--- src/rtl/edge_pfd_pkg.sv ---
package edge_pfd_pkg;
   typedef enum logic [1:0] {
      PUMP_IDLE = 2'b00,
      PUMP_SRC  = 2'b01,
      PUMP_SNK  = 2'b10
   } pump_e;
endpackage

--- src/rtl/edge_pfd_sync.sv ---
module edge_pfd_sync #(
   parameter int STAGES = 2
) (
   input  logic clk,
   input  logic rst,
   input  logic din,
   output logic rise
);
   logic [STAGES-1:0] chain;
   logic              last;

   always_ff @(posedge clk) begin
      if (rst) begin
         chain <= '0;
         last  <= 1'b0;
      end else begin
         chain <= {chain[STAGES-2:0], din};
         last  <= chain[STAGES-1];
      end
   end

   assign rise = chain[STAGES-1] & ~last;
endmodule

--- src/rtl/edge_pfd_pump.sv ---
module edge_pfd_pump
   import edge_pfd_pkg::*;
(
   input  logic  clk,
   input  logic  rst,
   input  logic  ref_edge,
   input  logic  fbk_edge,
   output pump_e state
);
   logic want_src, want_snk;
   pump_e nxt;

   always_comb begin
      want_src = (state == PUMP_SRC) | ref_edge;
      want_snk = (state == PUMP_SNK) | fbk_edge;
      case ({want_snk, want_src})
         2'b01:   nxt = PUMP_SRC;
         2'b10:   nxt = PUMP_SNK;
         default: nxt = PUMP_IDLE;
      endcase
   end

   always_ff @(posedge clk) begin
      if (rst) state <= PUMP_IDLE;
      else     state <= nxt;
   end
endmodule

--- src/rtl/edge_pfd_lock.sv ---
module edge_pfd_lock #(
   parameter int PERIODS = 4
) (
   input  logic clk,
   input  logic rst,
   input  logic ref_edge,
   input  logic active,
   output logic reached
);
   localparam int CW = $clog2(PERIODS + 1);
   localparam logic [CW-1:0] LIMIT = CW'(PERIODS);

   logic [CW-1:0] cnt;
   logic          active_d;
   logic          long_pulse;

   assign long_pulse = active & active_d;

   always_ff @(posedge clk) begin
      if (rst) begin
         cnt      <= '0;
         active_d <= 1'b0;
      end else begin
         active_d <= active;
         if (long_pulse)
            cnt <= '0;
         else if (ref_edge && cnt != LIMIT)
            cnt <= cnt + 1'b1;
      end
   end

   assign reached = (cnt == LIMIT);
endmodule

--- src/rtl/edge_pfd.sv ---
module edge_pfd
   import edge_pfd_pkg::*;
#(
   parameter int SYNC_STAGES  = 2,
   parameter int LOCK_PERIODS = 4
) (
   input  logic clk,
   input  logic rst,
   input  logic ref_in,
   input  logic fbk_in,
   output logic pump_up,
   output logic pump_dn,
   output logic pump_hiz,
   output logic lock_out
);
   localparam int N_IN = 2;

   if (SYNC_STAGES < 2) begin : g_bad_sync
      $error("SYNC_STAGES must be at least 2");
   end
   if (LOCK_PERIODS < 1) begin : g_bad_lock
      $error("LOCK_PERIODS must be at least 1");
   end

   logic [N_IN-1:0] raw_in, rise_vec;
   logic            ref_rise, fbk_rise;
   pump_e           pstate;
   logic            lock_reached;

   assign raw_in = {fbk_in, ref_in};

   for (genvar i = 0; i < N_IN; i++) begin : g_in
      edge_pfd_sync #(.STAGES(SYNC_STAGES)) sync_i (
         .clk  (clk),
         .rst  (rst),
         .din  (raw_in[i]),
         .rise (rise_vec[i])
      );
   end

   assign ref_rise = rise_vec[0];
   assign fbk_rise = rise_vec[1];

   edge_pfd_pump pump_i (
      .clk      (clk),
      .rst      (rst),
      .ref_edge (ref_rise),
      .fbk_edge (fbk_rise),
      .state    (pstate)
   );

   assign pump_up  = (pstate == PUMP_SRC);
   assign pump_dn  = (pstate == PUMP_SNK);
   assign pump_hiz = (pstate == PUMP_IDLE);

   edge_pfd_lock #(.PERIODS(LOCK_PERIODS)) lock_i (
      .clk      (clk),
      .rst      (rst),
      .ref_edge (ref_rise),
      .active   (pump_up | pump_dn),
      .reached  (lock_reached)
   );

   assign lock_out = lock_reached & pump_hiz;
endmodule

--- config.mk ---
export PLATFORM = sky130hd
export DESIGN_NAME = edge_pfd
export DESIGN_NICKNAME = d
export VERILOG_FILES = /design/src/rtl/edge_pfd_pkg.sv /design/src/rtl/edge_pfd_sync.sv /design/src/rtl/edge_pfd_pump.sv /design/src/rtl/edge_pfd_lock.sv /design/src/rtl/edge_pfd.sv
export SDC_FILE = /design/constraint.sdc
export NUM_CORES = 1
export LEC_CHECK = 0
export CELL_PAD_IN_SITES_DETAIL_PLACEMENT = 0
export CELL_PAD_IN_SITES_GLOBAL_PLACEMENT = 1
export CORE_AREA = 2 2 39 41
export CTS_CLUSTER_SIZE = 24
export DETAILED_ROUTE_END_ITERATION = 16
export DIE_AREA = 0 0 41 43
export PLACE_DENSITY = 0.74
export SYNTH_ARGS = -nofsm -noshare
export SYNTH_HDL_FRONTEND = slang
export SYNTH_SLANG_ARGS = --single-unit
--- constraint.sdc ---
create_clock -name clk -period 2.53 [get_ports clk]
set_input_delay 0.253 -clock clk [delete_from_list [all_inputs] [get_ports clk]]
set_output_delay 0.253 -clock clk [all_outputs]
set_load 0.1 [all_outputs]
==> metrics.txt <==
design area=slightly below 600 µm²; max-slew violations=0; Internal=300 µW; Power Density=663 mW/mm²; die span in y=43 µm; CP Capture Type=output port; met2 WL=between 300 and 400 µm; Core Region=0.00138 mm²; Die X=just over 40 µm; DR vias=327; max-cap viol count=0; #FFs+latches synth=12; Num Clock Sinks=12; CP max FO=4; RSZ-0062 raised after global routing=false; count of final hold-check violations=0; first-pass GRT wire length=between 1000 and 1500 µm; Post-synth EDFFs=0; CTS tree=done; area delta synth->final=23.3%; worst hold path type=reg -> reg; crit-path leading delay family=flip-flops; Sw Share=between 20% and 30%; cell taking the most area after synthesis=dfxtp_1; 1st-pass router iterations=2; Starting Density=a little over a third; Worst-Skew Late Latency=0.26 ns; wire length on met3=just under 30 µm; Setup TNS=0 ns; P_sw=about 96 µW; clk buf depth=2; post-synthesis compound-gate area fraction=approximately 7.8%; register area share after synthesis=about half; # fillers=135; Post-Synth Simple-Gate Area=about 25%; XOR/XNOR Fraction of Synth Area=0%; syn nets=57; count of cell types in the netlist=19; # diodes=0; ranking of synthesized cells by area=dfxtp_1 50%, ha_1 13%, nor2b_1 9.0%, a21oi_1 4.1%, inv_1 3.9%; Routed Wire Length=around 670 µm; Buf/Inv on CP=2; slowest CP cell=dfxtp_1; CTS clock-pin slew for the worst setup and hold paths=0.07 ns; Leak=0.000252 µW; share of the synthesized area in the top cell type=49.6%; antenna violations before repair=0; number of DRC markers in iteration 0=4; mux contribution to synthesized area=0%; CP startpoint kind=register; gr ovfl total=0; Critical Path RT=between 2 and 2.5 ns; clk root buf=clkbuf_4; quantity of I/O buffers inserted on ports=7; Crit path arrival time=1.32 ns; Die ar.=0.00176 mm²; Via-to-Cell Ratio=approximately 4.4; Max Freq=~640 MHz; clock share of power=a little under two fifths; routability cong.=around 0.60; final number of setup-violating endpoints=0; Post-Syn Area per Cell=slightly above 10 µm²; post-synthesis cell area=~480 µm²; largest net degree at the start of global routing=11; total CTS buffers=3; post-layout minimum cycle time=around 1.6 ns; combinational family with the most area after synthesis=simple AND/OR/NAND/NOR gates; power share of the sequential group=between 50% and 60%; GRT Util Overall=between 10% and 20%; Comb power frac=between 10% and 20%; vias in the first global route=around 290; area taken by multi-input logic gates=roughly 220 µm²; post-synthesis cell count=48; H-tree lvl count=1; Sequential Area=roughly 240 µm²; Boundary Pins=8; row count=14; antenna viol nets, final=0; peak supply drop=0.270 mV; post_cts resized=0; slowest stage delay, CP=roughly 0.36 ns; max layer used=met4; Period Utilization, post-route=slightly above 60%; placed standard-cell area=approximately 560 µm²; yosys warns=0; CTS Hold Buffers Added=0; reg-to-reg setup timing slack=~1.2 ns; Wirelength per Cell=9.04 µm; Most used DFF post-synth=dfxtp_1; clock skew=between 0.001 and 0.0015 ns; type of the worst setup path=reg -> out; M1 WL=roughly 330 µm; share of cells above drive strength 1=19.0%; slew of the pin with the lowest slew margin=roughly 0.33 ns; Post-CTS Repair Setup Buffers=0; hpwl dp=~500 µm; CP cell instances=inv_1 -> ha_1 -> and3_2 -> buf_4; status=finished clean; Remaining DRCs=0; final net count=68; Synth Area in Adders=about an eighth; Slew headroom=78.0%; Post-synth ARST share=0%
-- cells in the mapped netlist (all sizes together), types with 2 or more instances --
library cell / n
dfxtp: 12
nor2b: 7
ha: 5
inv: 5
a21oi: 4
o21ai: 2
-- per-layer routing --
metal	GRT usage [%]	vias to the layer above
met3	4.71	2
met1	14.5	142
met5	0	-
met2	12.2	6
met4	10.0	0
li1	-	177
-- kinds of logic (layout without fill, tap and decap cells) --
group,Yosys count,count (layout)
AOI/OAI and AO/OA,7,7
adders and majority gates,5,5
DFF,12,12
buffers and inverters,6,16
and+or+nand+nor,18,18
-- metrics by stage --
step                      instances  power (µW)  utilization, %  hold slack [ns]  worst slack [ns]
after detailed placement         70         254            40.5            0.429              1.18
final                            74         396            43.1            0.442             0.958
after global routing             74         419            43.1            0.464             0.858
after floorplan                  48         243               -            0.381             0.446
after global placement           70         254            40.5            0.422              1.19
after CTS                        74         404            43.1            0.445             0.935
-- worst register-to-register path: stages, from the launching register on --
cell	delay (ns)
dfxtp_1	0.36
inv_1	0.05
ha_1	0.21
and2_4	0.17
or3_1	0.33
a21oi_1	0.13
-- final timing paths --
| path | start | to | cells past startpoint |
|---|---|---|---|
| max | lock_i.cnt[0] | lock_out | 4 |
| min | g_in[0].sync_i.chain[0] | g_in[0].sync_i.chain[1] | 1 |
| max reg2reg | lock_i.cnt[0] | lock_i.cnt[0] | 5 |
| min reg2reg | g_in[0].sync_i.chain[0] | g_in[0].sync_i.chain[1] | 1 |
-- registers in the layout, summed over array words and instances, names as in the netlist --
signal             count
g_in.sync_i.chain      4
lock_i.cnt             3
g_in.sync_i.last       2
pump_i.state           2
lock_i.active_d        1
-- cell usage in the layout (no fill, tap or decap), drive strengths merged, types with 2 or more instances in the layout --
| cell | netlist | routed |
|---|---|---|
| a21oi | 4 | 4 |
| buf | 0 | 4 |
| clkbuf | 1 | 4 |
| clkdlybuf4s50 | 0 | 3 |
| dfxtp | 12 | 12 |
| ha | 5 | 5 |
| inv | 5 | 5 |
| nor2b | 7 | 7 |
| o21ai | 2 | 2 |
-- area by class of cell --
class	count	area share [%]
inverter	5	3.14
clock buffer	4	6.08
sequential	12	40.3
tap	16	3.35
timing repair buffer	7	10.1
multi-input combinational	30	37.1
-- power by group through the flow --
stage               clock, µW  sequential [µW]  combinational, µW
finish                    147              199               49.9
floorplan                   0              203               40.2
detailed placement          0              203               50.1
global placement            0              203               50.6
global route              165              200               54.4
CTS                       154              199               50.4
Power figures use the tool's default switching activity.
